==> src/rtl/sd_raster_pkg.sv <==
package sd_raster_pkg;

   localparam int unsigned SD_CW_DEFAULT = 10;

   typedef enum logic {
      SYS_525 = 1'b0,
      SYS_625 = 1'b1
   } sd_sys_e;

endpackage

==> src/rtl/sd_line_timer.sv <==
module sd_line_timer #(
   parameter int CW       = 10,
   parameter int ACT_PIX  = 720,
   parameter int FP_A     = 14,
   parameter int FP_B     = 20,
   parameter int SYNC_PIX = 64,
   parameter int BP_PIX   = 60
) (
   input  logic          clk,
   input  logic          rst_n,
   input  logic          pix_en,
   input  logic          sel_b,
   output logic [CW-1:0] h_q,
   output logic          line_last,
   output logic          hsync_n,
   output logic          h_act
);

   localparam int TOT_A_I = ACT_PIX + FP_A + SYNC_PIX + BP_PIX;
   localparam int TOT_B_I = ACT_PIX + FP_B + SYNC_PIX + BP_PIX;
   localparam logic [CW-1:0] TOT_A = CW'(TOT_A_I);
   localparam logic [CW-1:0] TOT_B = CW'(TOT_B_I);
   localparam logic [CW-1:0] HSB_A = CW'(ACT_PIX + FP_A);
   localparam logic [CW-1:0] HSB_B = CW'(ACT_PIX + FP_B);
   localparam logic [CW-1:0] HSE_A = CW'(ACT_PIX + FP_A + SYNC_PIX);
   localparam logic [CW-1:0] HSE_B = CW'(ACT_PIX + FP_B + SYNC_PIX);
   localparam logic [CW-1:0] ACT_C = CW'(ACT_PIX);

   generate
      if (TOT_A_I > (2 ** CW) || TOT_B_I > (2 ** CW)) begin : g_bad_width
         $error("line total does not fit the counter width");
      end
      if (ACT_PIX < 1 || SYNC_PIX < 1 || FP_A < 1 || FP_B < 1) begin : g_bad_geom
         $error("horizontal geometry segments must be non-empty");
      end
   endgenerate

   logic [CW-1:0] tot;
   logic [CW-1:0] hs_beg;
   logic [CW-1:0] hs_end;
   logic [CW-1:0] h_nxt;

   always_comb begin
      tot       = sel_b ? TOT_B : TOT_A;
      hs_beg    = sel_b ? HSB_B : HSB_A;
      hs_end    = sel_b ? HSE_B : HSE_A;
      line_last = (h_q >= tot - 1'b1);
      h_nxt     = line_last ? '0 : h_q + 1'b1;
   end

   always_ff @(posedge clk or negedge rst_n) begin
      if (!rst_n) begin
         h_q     <= '0;
         hsync_n <= 1'b1;
         h_act   <= 1'b1;
      end else if (pix_en) begin
         h_q     <= h_nxt;
         hsync_n <= !((h_nxt >= hs_beg) && (h_nxt < hs_end));
         h_act   <= (h_nxt < ACT_C);
      end
   end


   h_wrap_chk: assert property (@(posedge clk) disable iff (!rst_n)
      (pix_en && h_q == tot - 1'b1) |=> (h_q == '0));


   h_hold_chk: assert property (@(posedge clk) disable iff (!rst_n)
      !pix_en |=> ($stable(h_q) && $stable(hsync_n) && $stable(h_act)));


   hs_blank_chk: assert property (@(posedge clk) disable iff (!rst_n)
      !hsync_n |-> !h_act);

endmodule

==> src/rtl/sd_field_timer.sv <==
module sd_field_timer #(
   parameter int CW       = 10,
   parameter int ACT_LN_A = 240,
   parameter int ACT_LN_B = 288,
   parameter int GAP_A    = 3,
   parameter int GAP_B    = 2,
   parameter int VS_LEN   = 3,
   parameter int PROG_A   = 262,
   parameter int PROG_B   = 312
) (
   input  logic          clk,
   input  logic          rst_n,
   input  logic          step,
   input  logic          sel_b,
   input  logic          interlace,
   output logic [CW-1:0] v_q,
   output logic          field_q,
   output logic          vsync_n,
   output logic          v_act
);

   localparam logic [CW-1:0] PROG_A_C = CW'(PROG_A);
   localparam logic [CW-1:0] PROG_B_C = CW'(PROG_B);
   localparam logic [CW-1:0] ACT_A_C  = CW'(ACT_LN_A);
   localparam logic [CW-1:0] ACT_B_C  = CW'(ACT_LN_B);
   localparam logic [CW-1:0] VSB_A    = CW'(ACT_LN_A + GAP_A);
   localparam logic [CW-1:0] VSB_B    = CW'(ACT_LN_B + GAP_B);
   localparam logic [CW-1:0] VSE_A    = CW'(ACT_LN_A + GAP_A + VS_LEN);
   localparam logic [CW-1:0] VSE_B    = CW'(ACT_LN_B + GAP_B + VS_LEN);

   generate
      if (PROG_A + 1 > (2 ** CW) || PROG_B + 1 > (2 ** CW)) begin : g_bad_width
         $error("field total does not fit the counter width");
      end
      if (VS_LEN < 1 || GAP_A < 1 || GAP_B < 1) begin : g_bad_sync
         $error("vertical sync and its leading gap must be non-empty");
      end
      if (ACT_LN_A + GAP_A + VS_LEN >= PROG_A ||
          ACT_LN_B + GAP_B + VS_LEN >= PROG_B) begin : g_bad_geom
         $error("vertical sync must end before the field total");
      end
   endgenerate

   logic [CW-1:0] tot;
   logic [CW-1:0] act_lim;
   logic [CW-1:0] vs_beg;
   logic [CW-1:0] vs_end;
   logic          last;
   logic [CW-1:0] v_nxt;
   logic          f_nxt;

   always_comb begin
      tot     = (sel_b ? PROG_B_C : PROG_A_C)
              + {{(CW-1){1'b0}}, (interlace & field_q)};
      act_lim = sel_b ? ACT_B_C : ACT_A_C;
      vs_beg  = sel_b ? VSB_B : VSB_A;
      vs_end  = sel_b ? VSE_B : VSE_A;
      last    = (v_q >= tot - 1'b1);
      v_nxt   = last ? '0 : v_q + 1'b1;
      f_nxt   = last ? (interlace & ~field_q) : field_q;
   end

   always_ff @(posedge clk or negedge rst_n) begin
      if (!rst_n) begin
         v_q     <= '0;
         field_q <= 1'b0;
         vsync_n <= 1'b1;
         v_act   <= 1'b1;
      end else if (step) begin
         v_q     <= v_nxt;
         field_q <= f_nxt;
         vsync_n <= !((v_nxt >= vs_beg) && (v_nxt < vs_end));
         v_act   <= (v_nxt < act_lim);
      end
   end


   field_tgl_chk: assert property (@(posedge clk) disable iff (!rst_n)
      (step && interlace && v_q == tot - 1'b1) |=> (field_q != $past(field_q)));


   prog_field_chk: assert property (@(posedge clk) disable iff (!rst_n)
      (step && !interlace && last) |=> (!field_q && v_q == '0));


   vs_blank_chk: assert property (@(posedge clk) disable iff (!rst_n)
      !vsync_n |-> !v_act);


   v_hold_chk: assert property (@(posedge clk) disable iff (!rst_n)
      !step |=> ($stable(v_q) && $stable(field_q) && $stable(vsync_n)));

endmodule

==> src/rtl/sd_raster_gen.sv <==
module sd_raster_gen
   import sd_raster_pkg::*;
#(
   parameter int CW          = SD_CW_DEFAULT,
   parameter int ACT_PIX     = 720,
   parameter int FP_525      = 14,
   parameter int FP_625      = 20,
   parameter int SYNC_PIX    = 64,
   parameter int BP_PIX      = 60,
   parameter int ACT_LN_525  = 240,
   parameter int ACT_LN_625  = 288,
   parameter int VS_GAP_525  = 3,
   parameter int VS_GAP_625  = 2,
   parameter int VS_LEN      = 3,
   parameter int PROG_LN_525 = 262,
   parameter int PROG_LN_625 = 312
) (
   input  logic          clk,
   input  logic          rst_n,
   input  logic          sys_625,
   input  logic          interlace,
   input  logic          pix_en,
   output logic [CW-1:0] h_cnt,
   output logic [CW-1:0] v_cnt,
   output logic          hsync_n,
   output logic          vsync_n,
   output logic          active,
   output logic          field
);

   localparam logic [CW-1:0] ACT_PIX_C = CW'(ACT_PIX);
   localparam logic [CW-1:0] ACT_525_C = CW'(ACT_LN_525);
   localparam logic [CW-1:0] ACT_625_C = CW'(ACT_LN_625);

   sd_sys_e sys;
   logic    sel_b;
   logic    line_last;
   logic    h_act;
   logic    v_act;

   assign sys   = sd_sys_e'(sys_625);
   assign sel_b = (sys == SYS_625);

   sd_line_timer #(
      .CW       (CW),
      .ACT_PIX  (ACT_PIX),
      .FP_A     (FP_525),
      .FP_B     (FP_625),
      .SYNC_PIX (SYNC_PIX),
      .BP_PIX   (BP_PIX)
   ) u_line (
      .clk       (clk),
      .rst_n     (rst_n),
      .pix_en    (pix_en),
      .sel_b     (sel_b),
      .h_q       (h_cnt),
      .line_last (line_last),
      .hsync_n   (hsync_n),
      .h_act     (h_act)
   );

   sd_field_timer #(
      .CW       (CW),
      .ACT_LN_A (ACT_LN_525),
      .ACT_LN_B (ACT_LN_625),
      .GAP_A    (VS_GAP_525),
      .GAP_B    (VS_GAP_625),
      .VS_LEN   (VS_LEN),
      .PROG_A   (PROG_LN_525),
      .PROG_B   (PROG_LN_625)
   ) u_field (
      .clk       (clk),
      .rst_n     (rst_n),
      .step      (pix_en & line_last),
      .sel_b     (sel_b),
      .interlace (interlace),
      .v_q       (v_cnt),
      .field_q   (field),
      .vsync_n   (vsync_n),
      .v_act     (v_act)
   );

   assign active = h_act & v_act;


   active_in_range_chk: assert property (@(posedge clk) disable iff (!rst_n)
      active |-> ((h_cnt < ACT_PIX_C) && (v_cnt < (sel_b ? ACT_625_C : ACT_525_C))));


   line_step_chk: assert property (@(posedge clk) disable iff (!rst_n)
      (pix_en && line_last) |=> (h_cnt == '0 && v_cnt != $past(v_cnt)));

endmodule

==> config.mk <==
export PLATFORM = sky130hd
export DESIGN_NAME = sd_raster_gen
export DESIGN_NICKNAME = d
export VERILOG_FILES = /design/src/rtl/sd_raster_pkg.sv /design/src/rtl/sd_line_timer.sv /design/src/rtl/sd_field_timer.sv /design/src/rtl/sd_raster_gen.sv
export SDC_FILE = /design/constraint.sdc
export NUM_CORES = 1
export LEC_CHECK = 0
export BUFFER_PORTS_ARGS = -buffer_cell sky130_fd_sc_hd__buf_2
export CAP_MARGIN = 20
export CORE_MARGIN = 1
export CORE_UTILIZATION = 45
export DETAILED_ROUTE_END_ITERATION = 6
export PLACE_DENSITY = 0.65
export SETUP_SLACK_MARGIN = 0.2
export SYNTH_ARGS = -nofsm -noshare
export SYNTH_HDL_FRONTEND = slang
export SYNTH_SLANG_ARGS = --single-unit
==> constraint.sdc <==
create_clock -name clk -period 4.8 [get_ports clk]
set_input_delay 0.72 -clock clk [delete_from_list [all_inputs] [get_ports clk]]
set_output_delay 0.72 -clock clk [all_outputs]
set_load 0.05 [all_outputs]
# Word-level counts from Yosys, hierarchy flattened
# Index checks and enable logic that the tools add are counted.
totals:
  input_bits: 5
  romBits: 0
  register_bits: 25
  ramBits: 0
  latch_bits: 0
  out_inout_bits: 24
  mem_count: 0
classes:
  shift: 0
  n_mux: 9
  bitwise_logic: 5
  eq_ne: 0
  div: 0
  mul: 0
  reduce_logical: 5
  n_addsub: 5
  order_cmp: 8
op_table:
  columns: ["operator", "n"]
  rows:
  - ["$ge A10 B10 Y1", 4]
  - ["$lt A10 B10 Y1", 3]
  - ["$mux W9", 3]
  - ["$mux W6", 4]
  - ["$add A10 B1 Y10 const B", 2]
  - ["$mux W10", 2]
  - ["$sub A10 B1 Y10 const B", 2]
  - ["$add A10 B1 Y10", 1]
  - ["$lt A10 B10 Y1 const B", 1]
  - ["$and A1 B1 Y1", 4]
  - ["$logic_and A1 B1 Y1", 2]
  - ["$logic_not A1 Y1", 2]
  - ["$reduce_and A2 Y1", 1]
  - ["$not A1 Y1", 1]

# Logic depth before layout (Yosys ltp)
# Gate-level depths: netlist of run 1.
depth:
  word_depth: 8
  ltp_mapped: 14

# Cells and area by module
# Synthesis of run 1 repeated with hierarchy kept, for this count alone.
hier_totals:
  hier_cells: 236
  hier_area_um2: 2170.8
by_module_without_submodules:
  columns: ["mod", "seq_area_each_um2", "n_inst", "cells_per_inst", "area_each_um2"]
  rows:
  - ["sd_field_timer", 327.8, 1, 119, 1122.3]
  - ["sd_line_timer", 302.8, 1, 115, 1036.0]
  - ["sd_raster_gen", 0.0, 1, 2, 12.5]

# Worst setup path before layout of run 1
# OpenSTA, ideal clock, no wires.
synth_timing:
  path_type: "register to register"
  start: "register u_field.field_q"
  end: "register u_field.vsync_n"
  setup_ns: 0.082
  period_less_slack_ns: 4.087
  path_buffers: 1
  path_slack_ns: 0.713
  stages_incl_launch_ff: 14
  arrival_ns: 4.005
  path_cell_list: "dfrtp_1 -> nand2_1 -> ha_1 -> ha_1 -> or3b_2 -> o2111ai_1 -> a31oi_1 -> clkbuf_1 -> nor3_1 -> ha_1 -> a21o_1 -> or4b_2 -> or4_1 -> o31a_1"
synth_via:
  elab_chain_cells: 8
  word_cells_on_any_way: 9
  classes_between: "add/sub: 2; order compare: 3; mux: 1; bitwise: 1; reduce/logical: 2"
synth_lines:
  columns: ["item", "line", "rtl"]
  rows:
  - ["start: declaration", "sd_field_timer.sv:17", "output logic field_q,"]
  - ["start signal: assignment", "sd_field_timer.sv:71", "field_q <= f_nxt;"]
  - ["$and A1 B1 Y1 *", "sd_field_timer.sv:54", "+ {{(CW-1){1'b0}}, (interlace & field_q)};"]
  - ["$add A10 B1 Y10 *", "sd_field_timer.sv:54", null]
  - ["$sub A10 B1 Y10 *", "sd_field_timer.sv:58", "last = (v_q >= tot - 1'b1);"]
  - ["$ge A10 B10 Y1 *", "sd_field_timer.sv:58", null]
  - ["$mux W10 *", "sd_field_timer.sv:59", "v_nxt = last ? '0 : v_q + 1'b1;"]
  - ["net u_field.v_nxt[7]", "sd_field_timer.sv:49", "logic [CW-1:0] v_nxt;"]
  - ["$ge A10 B10 Y1 or $lt A10 B10 Y1 (tied branches)", "sd_field_timer.sv:72", "vsync_n <= !((v_nxt >= vs_beg) && (v_nxt < vs_end));"]
  - ["$logic_and A1 B1 Y1 *", "sd_field_timer.sv:72", null]
  - ["$logic_not A1 Y1 *", "sd_field_timer.sv:72", null]
  - ["end signal: assignment", "sd_field_timer.sv:72", null]
  - ["end: declaration", "sd_field_timer.sv:18", "output logic vsync_n,"]
# The timed path passes the listed nets; every way through them passes the cells marked *.
# A chain may end at the register's enable or synchronous reset.

# Worst setup path after layout of run 1
layout_timing:
  start: "input sys_625"
  end: "register u_field.vsync_n"
layout_via:
  elab_chain_cells: 8
  word_cells_on_any_way: 15
  classes_between: "add/sub: 3; order compare: 4; mux: 5; bitwise: 1; reduce/logical: 2"
layout_lines:
  columns: ["item", "line", "rtl"]
  rows:
  - ["start: declaration", "sd_raster_gen.sv:20", "input logic sys_625,"]
  - ["$mux W6 *", "sd_field_timer.sv:53", "tot = (sel_b ? PROG_B_C : PROG_A_C)"]
  - ["$add A10 B1 Y10 *", "sd_field_timer.sv:54", null]
  - ["$sub A10 B1 Y10 *", "sd_field_timer.sv:58", null]
  - ["$ge A10 B10 Y1 *", "sd_field_timer.sv:58", null]
  - ["$mux W10 *", "sd_field_timer.sv:59", null]
  - ["net u_field.v_nxt[7]", "sd_field_timer.sv:49", null]
  - ["$ge A10 B10 Y1 or $lt A10 B10 Y1 (tied branches)", "sd_field_timer.sv:72", null]
  - ["$logic_and A1 B1 Y1 *", "sd_field_timer.sv:72", null]
  - ["$logic_not A1 Y1 *", "sd_field_timer.sv:72", null]
# Marks and branches as above.

==> run summary, run 1 <==
Reg-to-Reg Start: u_field.field_q
synth-to-layout area growth: 11.7%
most numerous cell in the Yosys netlist: ha_1
CTS H-tree lvls: 1
most frequent CP cell: ha_1
n_diodes: 0
DIE AREA: 4830 um2
post-synthesis cell count: 226
crit path time final: 4040 ps
# resized after CTS: 0
critical path capture point type: flop
HP Class: input pin to asynchronous set/reset pin
Reg2Reg Setup Slack: 920 ps
initial drt markers: 65
clock tree buffer depth: 2
Post-synth EDFFs: 0
Pleak: 1.14 nW
synth cell count leaders: ha_1 (24), dfrtp_1 (21), nor2_1 (18), nand2_1 (14), nor3_1 (13)
Clk pwr share: 19.1%
Die X: 69.5 um
Clock Sinks: 25
post-synthesis sequential area ratio: 30.8%
Residual DRC: 0
CTS tree: yes
P_int: 0.000380 W
via count: 1770
Placed Area: 2240 um2
Critical Path Start: sys_625
first-pass GRT wire length: 8.05 mm
I/O pin count: 29
outcome: finished clean
routed vias/inst: 5.82
post-CTS setup buffer count: 0
Relative slew margins: 55.7%
top cell type's share of synthesized area: 25.6%
layout cells sized above 1: 20.6%
setup TNS: 0 ps
final instance area: 2290 um2
Crit Path Max Fanout: 13
drt total wl: 4.68 mm
startpoint types: input pin
routability-driven placement congestion ratio: 0.882
site row count: 24
CP delay by family, top: simple AND/OR/NAND/NOR gates
Worst Path Required: 5000 ps
DR WL/cell: 15.4 um
Comb power frac: 39.9%
GRT Resource Usage Total: 20.7%
P_sw: 0.000292 W
setup violators final: 0
kind of critical path: input pin to flop
Crit-path slowest cell: or4b_2
data arrival time at the worst-slack endpoint: 4250 ps
largest net degree at the start of global routing: 26
Mapped Nets: 255
power density over cell area: 294 nW/um2
Sequential Power Share: 41.0%
top post-synthesis cells by area: dfrtp_1 (26%), ha_1 (15%), dfstp_2 (5.1%), mux2_2 (3.8%), nor2_1 (3.3%)
port buffer count: 28
Initial Utilization: 47.1%
Worst-Margin Slew: 648 ps
syn_area_per_cell: 9.07 um2
Syn. warnings: 0
Slew Limit Fails: 0
maximum VDD drop: 0.295 mV
top_reg_cell synth: dfrtp_1
hold buffer count at CTS: 0
vias in the first global route: 1638
Yosys top cell by area: dfrtp_1
Inserted Clock Buffers: 3
number of routed nets with antenna violations: 0
clock skew: 5.24 ps
Die Y: 69.5 um
core area: 4350 um2
Hold Slack: 438 ps
CTS clock-pin slew for the worst setup and hold paths: 90 ps
ys async rst share: 100%
Crit path largest cell delay: 600 ps
initial antenna violation count: 0
WP buf/inv: 2
Achievable Freq: 247 MHz
synth unique cells: 52
GRT overflow: 0
unrepaired setup endpoints after global routing: no
crit-path cells: buf_2 > ha_1 > ha_1 > or3b_2 > o2111ai_1 > a31oi_1 > buf_4 > nor3_1 > ha_1 > a21o_1 > or4b_2 > or4_1 > o31a_1
register bit count reported by yosys: 25
Final period util: 84.2%
Switching Fraction: 43.5%
worst skew pair latency: 270 ps
DRT Pass-1 Iters: 4
MaxCap Viol Count: 0
Mapped Area: 2050 um2
Final Hold Vio Count: 0
Clock Tree Root: clkbuf_8
nets: 282
DP HPWL: 3.56 mm
## power groups by stage
stage          Combinational (W)  Sequential [W]  Clock [W]
6_report                0.000269        0.000276   0.000128
5_1_grt                 0.000293        0.000282   0.000141
4_1_cts                 0.000270        0.000275   0.000134
3_5_place_dp            0.000269        0.000279          0
3_3_place_gp            0.000264        0.000279          0
2_1_floorplan           0.000152        0.000331          0
## sequential cells by signal (all words and copies together), names as in the netlist
| signal | flops |
|---|---|
| u_line.hsync_n | 1 |
| u_field.vsync_n | 1 |
| u_line.h_q | 10 |
| u_field.field_q | 1 |
| u_field.v_q | 10 |
| u_field.v_act | 1 |
| u_line.h_act | 1 |
## worst paths after layout
kind,endpoint,cells past startpoint
max,u_field.vsync_n,13
min,u_field.v_q[5],1
max reg2reg,u_field.vsync_n,13
min reg2reg,u_line.h_act,2
max in group asynchronous,u_field.vsync_n,1
min in group clk,u_line.h_act,2
## cell families after synthesis
kind of cell,synth area share [%]
and+or+nand+nor,23.2
AOI/OAI and AO/OA,18.9
DFF,30.8
adders and majority gates,14.7
buffers and inverters,3.11
xor gates and xnor gates,5.56
muxes,3.85
## placed cells by master (no fill, tap or decap), types with 2 or more instances in the layout
master,synthesis,routed
inv_1,9,9
and3_1,6,6
nand3_1,10,10
a31oi_1,4,4
nand2_1,14,14
buf_4,0,2
nor2b_1,4,4
nand2b_1,4,4
xor2_1,7,7
dfrtp_1,21,21
ha_1,24,24
a211oi_1,2,2
xnor2_1,6,6
o21a_1,2,2
nand4_1,2,2
o21ai_0,10,10
a22o_1,7,7
buf_2,0,28
a21o_1,7,7
clkbuf_8,0,3
mux2_2,7,7
nor3_1,13,13
and2_1,4,4
a21oi_1,5,5
dfstp_2,4,4
nor2_1,18,18
## routing by layer
| layer | vias to the layer above | share of wire, % | GRT usage, % |
|---|---|---|---|
| li1 | 892 | - | - |
| met1 | 840 | 50 | 28.0 |
| met2 | 28 | 46 | 33.9 |
| met3 | 10 | 2.1 | 1.89 |
| met4 | 0 | 2.3 | 8.62 |
| met5 | - | 0 | 0 |
## per-stage QoR
| stage | cells | setup slack (ps) | utilization [%] | power (W) |
|---|---|---|---|---|
| 2_1_floorplan | 226 | 713 | - | 0.000483 |
| 3_3_place_gp | 300 | 617 | 51.4 | 0.000543 |
| 3_5_place_dp | 300 | 478 | 51.4 | 0.000548 |
| 4_1_cts | 304 | 773 | 52.6 | 0.000679 |
| 5_1_grt | 304 | 619 | 52.6 | 0.000716 |
| 6_report | 304 | 756 | 52.6 | 0.000673 |
## worst register-to-register path, cell delays in order, from the launching register on
cell and delay [ps]:
dfrtp_1 380, nand2_1 110, ha_1 290, ha_1 190
or3b_2 440, o2111ai_1 110, a31oi_1 100, buf_4 180
nor3_1 270, ha_1 310, a21o_1 170, or4b_2 600
or4_1 410, o31a_1 250
## area by class of cell
type / count / area [um2]
Fill cell: 414 / 2070
Multi-Input combinational cell: 184 / 1360
Sequential cell: 25 / 631
Timing Repair Buffer: 30 / 155
Tap cell: 52 / 65.1
Clock buffer: 3 / 41.3
Inverter: 9 / 33.8
Clock inverter: 1 / 7.51
Note: power is estimated with default switching activity, not from simulation.
==> inputs of run 2 (changes only) <==
PLACE_DENSITY = 0.68   (was 0.65)
clock period = 3.7 ns   (was 4.8 ns; I/O delays follow)
==> run 2 against run 1 <==
Net effect: routed wire length up 11%; die area unchanged; clock-buffer cell count up 1; first-iteration DRC count up 100%; hold slack worse by 160 ps; largest cell class unchanged; sequential power up 29%; core utilization up 6.7 points; combinational power up 35%; register-to-register slack worse by 700 ps; clock skew down 2.1 ps.
==> run summary, run 2 (same netlist as run 1, synthesis figures left out) <==
FF-to-FF End: u_field.vsync_n
DRT Pass-1 Iters: 5
Inserted Clock Buffers: 3
DP HPWL: 3.81 mm
Worst Path Required: 3910 ps
layout cells sized above 1: 32.3%
WL met3: 207 um
final std cells w/o fill: 321
commonest non-fill, non-tap cell in the layout: buf_2
site row count: 24
routability-driven placement congestion ratio: 0.847
startpoint types: flop
Achievable Freq: 288 MHz
HP Class: input pin to asynchronous set/reset pin
Critical Path Start: u_field.field_q
Clock Tree Root: clkbuf_8
Residual DRC: 0
Initial Utilization: 47.1%
outcome: finished clean
Relative slew margins: 54.7%
Slew Limit Fails: 0
initial drt markers: 132
crit path time final: 3480 ps
Die Y: 69.5 um
clock tree buffer depth: 2
Reg-to-Reg Start: u_field.field_q
Final period util: 94.0%
port buffer count: 28
via count: 1865
hold buffer count at CTS: 0
routed vias/inst: 5.81
setup violators final: 0
core area: 4350 um2
MaxCap Viol Count: 0
Pleak: 1.24 nW
power density over cell area: 344 nW/um2
met2 WL: 2.69 mm
CTS tree: yes
worst skew pair latency: 270 ps
maximum VDD drop: 0.375 mV
GRT overflow: 0
placed insts: 315
Crit Path Max Fanout: 7
data arrival time at the worst-slack endpoint: 3680 ps
Worst-Margin Slew: 680 ps
n_diodes: 0
top layer used by detailed routing: met4
CTS clock-pin slew for the worst setup and hold paths: 90 ps
largest net degree at the start of global routing: 26
clock skew: 3.11 ps
DIE AREA: 4830 um2
vias in the first global route: 1822
initial antenna violation count: 0
Regs by FF count: u_field.v_q x10, u_line.h_q x10
nets: 299
Final Hold Vio Count: 0
GRT Resource Usage Total: 22.6%
critical path capture point type: flop
synth-to-layout area growth: 25.9%
Die X: 69.5 um
Total Power: 0.000887 W
most frequent cells in the layout: buf_2 (28), ha_1 (22), dfrtp_1 (19), nor2_1 (17), buf_4 (16)
first-pass GRT wire length: 8.77 mm
I/O pin count: 29
drt total wl: 5.22 mm
CTS H-tree lvls: 1
Reg2Reg Setup Slack: 220 ps
DR WL/cell: 16.3 um
number of routed nets with antenna violations: 0
Clock Sinks: 25
R2R depth: 14
M1 WL: 2.28 mm
unrepaired setup endpoints after global routing: yes
kind of critical path: flop to flop
[run 2: cell count changes in the layout (fill, tap and decap cells not counted), moves of 2 or more]
cell and change:
dfrtp_2 +2, ha_4 +2, ha_1 -2, buf_4 +14, dfrtp_1 -2, a211oi_1 -2
a211oi_2 +2, buf_6 +2, nor3_1 -2
[run 2: worst max-delay path by stage]
stage,endpoint,slack [ps],cells after the start
after detailed placement,u_field.vsync_n,-260,14
after global placement,u_field.vsync_n,-100,14
final,u_field.vsync_n,220,14
after floorplan,u_field.vsync_n,10,14
after CTS,u_field.vsync_n,210,14
after global routing,u_field.vsync_n,120,14
[run 2: per-stage QoR]
stage	setup slack, ps	utilization, %	setup TNS [ps]	instance area (um2)	hold WS, ps
after floorplan	11.4	-	0	2110	259
after global placement	-102	55.6	-102	2420	512
after detailed placement	-262	55.6	-262	2420	520
after CTS	207	57.6	0	2510	303
after global routing	122	59.3	0	2580	323
final	224	59.3	0	2580	281
[run 2: what timing repair did]
action / CTS / global route
endpoints found under the hold margin: 0 / 0
gates resized for setup: 5 / 13
endpoints found under the setup margin: 1 / 2
setup buffers: 1 / 1
gates cloned: 0 / 0
pin swaps: 4 / 8
[run 2: critical path, cell delays in order, from the launching register on]
cell       delay [ps]
dfrtp_2           440
nand2_4            90
ha_4              210
ha_4              160
or3b_4            400
o2111ai_4          90
a31oi_4           160
buf_6             170
or2_2             290
nor2_2             90
ha_1              240
a221oi_2          240
a31oi_1            70
or4_4             510
o31a_1            240
[run 2: power by group]
part,switching [W],internal (W)
clock network,0.0000898,0.0000771
logic,0.000236,0.000127
registers,0.0000575,0.000299
[run 2: per-layer routing]
metal	global-route usage, %	vias up
li1	-	924
met1	29.4	881
met2	39.8	56
met3	3.20	4
met4	4.76	0
met5	0	-
[run 2: final cells by class]
| type | count | area (um2) |
|---|---|---|
| Inverter | 9 | 37.5 |
| Clock buffer | 4 | 45.0 |
| Timing Repair Buffer | 47 | 303 |
| Tap cell | 52 | 65.1 |
| Multi-Input combinational cell | 184 | 1500 |
| Sequential cell | 25 | 633 |
| Fill cell | 359 | 1770 |
